### config.mk
export PLATFORM = sky130hd
export DESIGN_NAME = fpcmp_cond_unit
export DESIGN_NICKNAME = d
export VERILOG_FILES = /design/src/rtl/fpcmp_pkg.sv /design/src/rtl/fpcmp_classify.sv /design/src/rtl/fpcmp_order.sv /design/src/rtl/fpcmp_field_merge.sv /design/src/rtl/fpcmp_cond_unit.sv
export SDC_FILE = /design/constraint.sdc
export NUM_CORES = 1
export LEC_CHECK = 0
export ABC_AREA = 1
export BUFFER_PORTS_ARGS = -buffer_cell sky130_fd_sc_hd__buf_4
export CAP_MARGIN = 5
export CELL_PAD_IN_SITES_DETAIL_PLACEMENT = 1
export CELL_PAD_IN_SITES_GLOBAL_PLACEMENT = 1
export CORE_AREA = 5 5 121 123
export CTS_BUF_LIST = sky130_fd_sc_hd__clkbuf_4 sky130_fd_sc_hd__clkbuf_8
export CTS_CLUSTER_DIAMETER = 150
export CTS_CLUSTER_SIZE = 8
export DETAILED_ROUTE_END_ITERATION = 8
export DIE_AREA = 0 0 126 128
export PLACE_DENSITY = 0.84
export SLEW_MARGIN = 20
export SYNTH_ARGS = -nofsm -noshare
export SYNTH_HDL_FRONTEND = slang
export SYNTH_HIERARCHICAL = 1
export SYNTH_SLANG_ARGS = --single-unit
### constraint.sdc
create_clock -name clk -period 1 [get_ports clk]
set_clock_uncertainty 0.15 [all_clocks]
set_input_delay 0.25 -clock clk [delete_from_list [all_inputs] [get_ports clk]]
set_output_delay 0.25 -clock clk [all_outputs]
set_load 0.01 [all_outputs]
### src/rtl/fpcmp_pkg.sv
package fpcmp_pkg;
    localparam int CODE_W = 4;
    typedef logic [CODE_W-1:0] code_t;

    // code bit order, most significant first: less, greater, equal, unordered
    localparam code_t CODE_LT = 4'b1000;
    localparam code_t CODE_GT = 4'b0100;
    localparam code_t CODE_EQ = 4'b0010;
    localparam code_t CODE_UN = 4'b0001;

    typedef enum logic {
        ST_IDLE = 1'b0,
        ST_DONE = 1'b1
    } cmp_state_e;
endpackage

### src/rtl/fpcmp_classify.sv
module fpcmp_classify #(
    parameter int DATA_W = 64,
    parameter int EXP_W  = 11
) (
    input  logic [DATA_W-1:0] opnd,
    output logic              is_neg,
    output logic              is_nan,
    output logic              is_snan,
    output logic              is_zero
);
    localparam int FRAC_W = DATA_W - 1 - EXP_W;

    logic [EXP_W-1:0]  expo;
    logic [FRAC_W-1:0] frac;

    assign expo    = opnd[DATA_W-2 -: EXP_W];
    assign frac    = opnd[FRAC_W-1:0];
    assign is_neg  = opnd[DATA_W-1];
    assign is_nan  = (&expo) && (|frac);
    // quiet flag is the top fraction bit; a NaN without it is signaling
    assign is_snan = is_nan && !frac[FRAC_W-1];
    assign is_zero = ~|opnd[DATA_W-2:0];
endmodule

### src/rtl/fpcmp_order.sv
module fpcmp_order
    import fpcmp_pkg::*;
#(
    parameter int MAG_W = 63
) (
    input  logic [MAG_W-1:0] mag_a,
    input  logic [MAG_W-1:0] mag_b,
    input  logic             neg_a,
    input  logic             neg_b,
    input  logic             nan_any,
    input  logic             zero_both,
    output code_t            code
);
    logic mag_lt;
    assign mag_lt = mag_a < mag_b;

    always_comb begin
        if (nan_any) begin
            code = CODE_UN;
        end else if (zero_both) begin
            code = CODE_EQ;
        end else if (neg_a != neg_b) begin
            code = neg_a ? CODE_LT : CODE_GT;
        end else if (mag_a == mag_b) begin
            code = CODE_EQ;
        end else if (mag_lt ^ neg_a) begin
            code = CODE_LT;
        end else begin
            code = CODE_GT;
        end
    end
endmodule

### src/rtl/fpcmp_field_merge.sv
module fpcmp_field_merge #(
    parameter int NFIELD  = 8,
    parameter int FIELD_W = 4,
    parameter int SEL_W   = $clog2(NFIELD)
) (
    input  logic [NFIELD*FIELD_W-1:0] cr_in,
    input  logic [SEL_W-1:0]          sel,
    input  logic [FIELD_W-1:0]        code,
    output logic [NFIELD*FIELD_W-1:0] cr_out
);
    localparam int CR_W = NFIELD * FIELD_W;

    for (genvar k = 0; k < NFIELD; k++) begin : g_field
        localparam int HI = CR_W - 1 - k * FIELD_W;
        assign cr_out[HI -: FIELD_W] = (sel == SEL_W'(k)) ? code : cr_in[HI -: FIELD_W];
    end
endmodule

### src/rtl/fpcmp_cond_unit.sv
module fpcmp_cond_unit
    import fpcmp_pkg::*;
#(
    parameter int DATA_W = 64,
    parameter int EXP_W  = 11,
    parameter int NFIELD = 8,
    localparam int SEL_W = $clog2(NFIELD),
    localparam int CR_W  = NFIELD * CODE_W
) (
    input  logic              clk,
    input  logic              rst_n,
    input  logic              cmp_valid,
    input  logic [DATA_W-1:0] opnd_a,
    input  logic [DATA_W-1:0] opnd_b,
    input  logic [SEL_W-1:0]  field_sel,
    input  logic              ordered_mode,
    input  logic              inv_trap_en,
    output logic [CR_W-1:0]   cond_reg,
    output code_t             result_class,
    output logic              done,
    output logic              set_snan,
    output logic              set_vc
);
    logic a_neg, a_nan, a_snan, a_zero;
    logic b_neg, b_nan, b_snan, b_zero;

    fpcmp_classify #(.DATA_W(DATA_W), .EXP_W(EXP_W)) u_cls_a (
        .opnd(opnd_a), .is_neg(a_neg), .is_nan(a_nan), .is_snan(a_snan), .is_zero(a_zero)
    );
    fpcmp_classify #(.DATA_W(DATA_W), .EXP_W(EXP_W)) u_cls_b (
        .opnd(opnd_b), .is_neg(b_neg), .is_nan(b_nan), .is_snan(b_snan), .is_zero(b_zero)
    );

    code_t cmp_code;
    fpcmp_order #(.MAG_W(DATA_W-1)) u_order (
        .mag_a(opnd_a[DATA_W-2:0]), .mag_b(opnd_b[DATA_W-2:0]),
        .neg_a(a_neg), .neg_b(b_neg),
        .nan_any(a_nan | b_nan), .zero_both(a_zero & b_zero),
        .code(cmp_code)
    );

    logic [CR_W-1:0] cr_next;
    fpcmp_field_merge #(.NFIELD(NFIELD), .FIELD_W(CODE_W), .SEL_W(SEL_W)) u_merge (
        .cr_in(cond_reg), .sel(field_sel), .code(cmp_code), .cr_out(cr_next)
    );

    logic snan_any, vc_hit;
    assign snan_any = a_snan | b_snan;
    assign vc_hit   = ordered_mode && (a_nan || b_nan) && !(snan_any && inv_trap_en);

    cmp_state_e state_q, state_d;

    always_comb begin
        state_d = state_q;
        unique case (state_q)
            ST_IDLE: state_d = cmp_valid ? ST_DONE : ST_IDLE;
            ST_DONE: state_d = cmp_valid ? ST_DONE : ST_IDLE;
            default: state_d = ST_IDLE;
        endcase
    end

    always_ff @(posedge clk or negedge rst_n) begin
        if (!rst_n) state_q <= ST_IDLE;
        else        state_q <= state_d;
    end

    always_ff @(posedge clk or negedge rst_n) begin
        if (!rst_n) begin
            cond_reg     <= '0;
            result_class <= '0;
            set_snan     <= 1'b0;
            set_vc       <= 1'b0;
        end else begin
            set_snan <= cmp_valid && snan_any;
            set_vc   <= cmp_valid && vc_hit;
            if (cmp_valid) begin
                cond_reg     <= cr_next;
                result_class <= cmp_code;
            end
        end
    end

    assign done = (state_q == ST_DONE);


    done_follows_strobe_chk: assert property (@(posedge clk) disable iff (!rst_n)
        cmp_valid |=> done);


    idle_holds_state_chk: assert property (@(posedge clk) disable iff (!rst_n)
        !cmp_valid |=> ($stable(cond_reg) && $stable(result_class) && !done && !set_vc && !set_snan));


    single_code_bit_chk: assert property (@(posedge clk) disable iff (!rst_n)
        done |-> ($countones(result_class) == 1));


    class_mirrors_field_chk: assert property (@(posedge clk) disable iff (!rst_n)
        cmp_valid |=> (cond_reg[(NFIELD-1-int'($past(field_sel)))*CODE_W +: CODE_W] == result_class));


    vc_needs_ordered_chk: assert property (@(posedge clk) disable iff (!rst_n)
        (cmp_valid && !ordered_mode) |=> !set_vc);


    flags_imply_unordered_chk: assert property (@(posedge clk) disable iff (!rst_n)
        (set_snan || set_vc) |-> (result_class == CODE_UN));
endmodule

# [Word level (Yosys, flattened, before mapping)]
# Index checks and enable logic that the tools add are counted.
[classes] n_lt_le_gt_ge=1 n_eq_ne=9 muxes=7 n_bitwise=4 n_reduce_logical=30
[ops] cell="$reduce_or 63->1" n=2
[ops] cell="$reduce_or 52->1" n=2
[ops] cell="$eq 63x63->1" n=1
[ops] cell="$lt 63x63->1" n=1
[ops] cell="$mux 4" n=6
[ops] cell="$reduce_and 11->1" n=2
[ops] cell="$reduce_and 2->1" n=8
[ops] cell="$eq 3x3->1 const B" n=4
[ops] cell="$logic_and 1x1->1" n=9
[ops] cell="$eq 3x2->1 const B" n=2
[ops] cell="$logic_not 1->1" n=5
[ops] cell="$eq 3x1->1 const B" n=1
[ops] cell="$logic_not 3->1" n=1
[ops] cell="$or 1x1->1" n=2
[ops] cell="$and 1x1->1" n=1
[ops] cell="$logic_or 1x1->1" n=1
[ops] cell="$mux 1" n=1
[ops] cell="$ne 1x1->1" n=1
[ops] cell="$xor 1x1->1" n=1
[word_totals] ff_bits=39 inputBits=136 output_inout_bits=39

# [Longest topological paths before layout]
[depth] depth_word=8 mapped_depth=22

# [Modules after synthesis]
# Netlist, hierarchy kept.
[by_module_without_submodules] mod="fpcmp_order" n_inst=1 cells_per_inst=324 area_each_um2=1893.1
[by_module_without_submodules] mod="fpcmp_cond_unit" n_inst=1 cells_per_inst=168 area_each_um2=1527.7
[by_module_without_submodules] mod="fpcmp_field_merge" n_inst=1 cells_per_inst=120 area_each_um2=673.1
[by_module_without_submodules] mod="fpcmp_classify" n_inst=2 cells_per_inst=64 area_each_um2=266.5

# [Worst setup path before layout]
# No wires, ideal clock.
[synth_timing] kind="input-to-reg" startpoint="input opnd_b[59]" endpoint="register cond_reg[2]" arrival_ps=1984 path_slack_ps=-1199 path_stages=16 n_path_buf=1 cell_sequence="inv_1 -> ha_1 -> inv_2 -> nor3_4 -> nand2_2 -> nor2_2 -> nor3b_2 -> nand2_1 -> nand3_1 -> nand3_1 -> a21oi_2 -> clkbuf_1 -> inv_1 -> o21ai_1 -> nand2_1 -> nand2_1"
[synth_via] elab_chain_cells=7 elab_cells_between_ends=14 classes_between="order compare: 1; eq/ne: 1; mux: 5; bitwise: 3; reduce/logical: 4"
[synth_lines] element="start: declaration" line="fpcmp_cond_unit.sv:14" text="input logic [DATA_W-1:0] opnd_b,"
[synth_lines] element="$lt 63x63->1" line="fpcmp_order.sv:15" text="assign mag_lt = mag_a < mag_b;"
[synth_lines] element="$xor 1x1->1" line="fpcmp_order.sv:26" text="end else if (mag_lt ^ neg_a) begin"
[synth_lines] element="$mux 4" line="fpcmp_order.sv:26"
[synth_lines] element="$mux 4" line="fpcmp_order.sv:24" text="end else if (mag_a == mag_b) begin"
[synth_lines] element="$mux 4" line="fpcmp_order.sv:22" text="end else if (neg_a != neg_b) begin"
[synth_lines] element="$mux 4" line="fpcmp_order.sv:20" text="end else if (zero_both) begin"
[synth_lines] element="$mux 4 (*)" line="fpcmp_order.sv:18" text="if (nan_any) begin"
[synth_lines] element="net cmp_code[2]" line="fpcmp_cond_unit.sv:34" text="code_t cmp_code;"
[synth_lines] element="end signal: assignment" line="fpcmp_cond_unit.sv:77" text="cond_reg <= cr_next;"
[synth_lines] element="end: declaration" line="fpcmp_cond_unit.sv:18" text="output logic [CR_W-1:0] cond_reg,"
# Mark *: on every way through the listed nets, which the timed path passes. The rest lies on a longest branch.
# A chain may end at the register's enable or synchronous reset.

# [Final worst setup path]
[layout_timing] startpoint="input opnd_a[41]" endpoint="register cond_reg[10]"
[layout_via] elab_chain_cells=7 elab_cells_between_ends=14 classes_between="order compare: 1; eq/ne: 1; mux: 5; bitwise: 3; reduce/logical: 4"
[layout_lines] element="start: declaration" line="fpcmp_cond_unit.sv:13" text="input logic [DATA_W-1:0] opnd_a,"
[layout_lines] element="$lt 63x63->1" line="fpcmp_order.sv:15"
[layout_lines] element="$xor 1x1->1" line="fpcmp_order.sv:26"
[layout_lines] element="$mux 4" line="fpcmp_order.sv:26"
[layout_lines] element="$mux 4" line="fpcmp_order.sv:24"
[layout_lines] element="$mux 4" line="fpcmp_order.sv:22"
[layout_lines] element="$mux 4" line="fpcmp_order.sv:20"
[layout_lines] element="$mux 4 (*)" line="fpcmp_order.sv:18"
[layout_lines] element="net cmp_code[2]" line="fpcmp_cond_unit.sv:34"
# Marked as above.

==> impl_results.md <==
* Clk buf depth at 2
* Vias per cell at 5.59
* Leak pwr at 4.47 nW
* Clk_lat worst skew at 0.30 ns
* FF+latch area at 977 um^2
* Syn Std Cell Area at 4630 um^2
* Status: complete, but fails checks
* Syn_area_per_cell at 6.25 um^2
* Power density over the cells at 832 nW/um^2
* Crit-path cells: buf_4 > ha_1 > nand2_1 > inv_2 > nand3_2 > nor2_4 > buf_4 > buf_4 > nand4_1 > nor2_2 > nor2_1 > nand3_4 > a21oi_4 > buf_12 > nand4_1 > nand2_1 > nand2_1 > nand2_1
* Synth Instances at 740
* Combinational share of power at 0.545
* Endpoints failing setup at 77
* Max_cap viols at 0
* Pwr Total at 0.00724 W
* DP HPWL at 14600 um
* Crit start category: input pin
* Asr flop ratio synth at 1.00
* Number of global-route vias before repair at 7063
* Starting Density at 0.341
* N_diodes at 0
* First-pass iteration count of the detailed router at 7
* Highest clock rate at 389 MHz
* Switching share of power at 0.398
* Worst-Margin Slew at 0.453 ns
* EDFF count, synth at 0
* Crit-path slowest cell: nor2_1
* Max_slew headroom at 0.695
* Area Overhead vs Synth at 87.9%
* Buf/Inv on CP at 5
* Synth Register Bits at 39
* Ys Warns at 6
* Die Height at 128 um
* Cts bufs inserted at 5
* Minimum clock period at 2.57 ns
* Worst-path clk slew at 0.10 ns
* Hold Crit Class: in2reg
* Max-slew violations at 0
* First-pass GRT wire length at 36100 um
* Reg power frac at 0.254
* Final wirelength at 29500 um
* Cell-internal power at 0.00436 W
* Iter 0 DRT Violations at 495
* Antenna Nets Post-Route at 0
* Overflow after GRT at 0
* Slowest stage delay, CP at 0.31 ns
* GPL Wtd Cong at 0.818
* Clk sinks at 39
* Unrepaired setup endpoints after global routing: true
* Clock power frac at 0.201
* Tcrit/Tclk final at 2.57
* Die width at 126 um
* NumNets Final at 1220
* Kind of critical path: in2reg
* Core Area at 13600 um^2
* Std-Cell Rows at 43
* Vias at 6716
* H-tree Lvls at 2
* Max reg flops at 32
* Mapped Nets at 939
* Initial antenna violation count at 0
* Die area at 16100 um^2
* Total GRT Usage at 0.275
* Largest fanout on the critical path at 5
* Root Buffer: clkbuf_8
* Worst endpoint required time at 1.11 ns
* Most used cell, CP: nand2_1
* Fillers at 1647
* Port Buffers at 174
* Main synth FF type: dfrtp_1
* Max IR drop VDD at 653 uV
* CTS tree: yes
* Delay-heaviest family, CP: simple AND/OR/NAND/NOR gates
* Final Hold Viols at 0
* Worst hold slack at 0.162 ns
* P_sw at 0.00288 W
* Largest net degree at the start of global routing at 35
* Multi-input gate area at 4140 um^2
* Seq/Total Area, Yosys at 0.211
* Failing checks: setup timing
* WL/cell at 24.5 um
* Synth cell types at 34
* Setup crit end kind: flip-flop
* I/O pin count at 175
* PnR worst setup slack at -1.57 ns
* Layout cells sized above 1 at 0.524
* Residual DRC at 0
* Crit path arrival time at 2.68 ns
metal layers:
| metal | vias to the layer above | share of wire | global-route usage |
|---|---|---|---|
| met3 | 175 | 0.057 | 0.0533 |
| li1 | 2875 | - | - |
| met2 | 402 | 0.53 | 0.546 |
| met4 | 0 | 0.077 | 0.124 |
| met1 | 3264 | 0.34 | 0.274 |
| met5 | - | 0 | 0 |
cells in the final DEF (no fill, tap or decap), types with 13 or more instances in the layout:
cell	instances
inv_2	34
nand2_2	35
buf_6	82
ha_1	19
nor2_2	30
inv_1	57
ha_4	44
nor2_4	22
inv_4	13
buf_12	13
nand4_1	35
nand2_1	243
dfrtp_1	38
nand2_4	13
buf_4	192
nor2_1	53
through the flow:
step	cell area [um^2]	cells	setup slack, ns	utilization	TNS [ns]
finish	8700	1202	-1.57	0.641	-56.19
global route	8700	1202	-1.60	0.641	-58.13
CTS	8100	1188	-1.12	0.597	-43.03
detailed placement	6790	1135	-1.57	0.501	-50.22
global placement	6790	1135	-1.42	0.501	-47.27
floorplan	4910	740	-1.07	-	-32.21
power by group through the flow:
stage          Combinational [W]  Sequential (W)  Clock, W
6_report                 0.00394         0.00184   0.00145
5_1_grt                  0.00413         0.00185   0.00151
4_1_cts                  0.00319         0.00182   0.00140
3_5_place_dp             0.00247         0.00187         0
3_3_place_gp             0.00237         0.00186         0
2_1_floorplan            0.00113         0.00189         0
cell families (layout without fill, tap and decap cells):
kind of cell | Yosys count | count (layout) | share of synthesized area
simple gates | 472 | 472 | 0.442
buf+inv | 132 | 414 | 0.137
fa+ha+maj | 63 | 63 | 0.170
flops | 39 | 39 | 0.211
compound gates | 34 | 34 | 0.0398
area by class of cell:
cell class,count,share of cell area
Tap cell,180,0.0259
Inverter,110,0.0561
Multi-Input combinational cell,569,0.476
Clock buffer,5,0.00791
Sequential cell,39,0.112
Timing Repair Buffer,296,0.317
Clock inverter,3,0.00504
cell usage after synthesis, types with 2 or more instances:
master / number / share of area
a21o_1: 4 / 0.0065
a21oi_1: 23 / 0.025
and2_0: 2 / 0.0027
buf_12: 3 / 0.013
buf_2: 3 / 0.0032
buf_4: 5 / 0.0081
buf_6: 6 / 0.015
clkbuf_1: 4 / 0.0032
dfrtp_1: 39 / 0.21
ha_1: 63 / 0.17
inv_1: 104 / 0.084
inv_2: 3 / 0.0024
inv_6: 2 / 0.0038
nand2_1: 287 / 0.23
nand2_4: 3 / 0.0073
nand3_1: 21 / 0.023
nand3_4: 4 / 0.015
nand4_1: 35 / 0.047
nor2_1: 102 / 0.083
nor2_2: 3 / 0.0041
nor3_1: 5 / 0.0054
nor4_1: 2 / 0.0027
o21ai_0: 2 / 0.0022
o21ai_1: 4 / 0.0043
or2_0: 2 / 0.0027
worst paths after layout:
check	startpoint	to	slack (ns)	cells past startpoint
max	opnd_a[41]	cond_reg[10]$_DFFE_PN0P_	-1.57	18
max reg2reg	cond_reg[27]$_DFFE_PN0P_	cond_reg[27]$_DFFE_PN0P_	-0.31	6
max in group asynchronous	rst_n	cond_reg[19]$_DFFE_PN0P_	0.14	3
min reg2reg	result_class[0]$_DFFE_PN0P_	result_class[0]$_DFFE_PN0P_	0.37	2
min in group asynchronous	rst_n	cond_reg[16]$_DFFE_PN0P_	0.17	2
min	ordered_mode	set_vc$_DFF_PN0_	0.16	5
tightest hold or removal path, delay by kind of cell:
kind | cells | cell delay (ns)
buffers and inverters | 2 | 0.17
AND/OR/NAND/NOR | 3 | 0.16
what timing repair did:
action                                  in CTS  in global routing
setup buffers                               45                 18
hold endpoints to repair                    39                  0
endpoints found under the setup margin      77                 77
pin swaps                                   95                 61
resized for setup                          189                138
hold buffers                                 1                  0
gates cloned                                 1                  0
No activity file was read; power rests on OpenSTA's default activity.
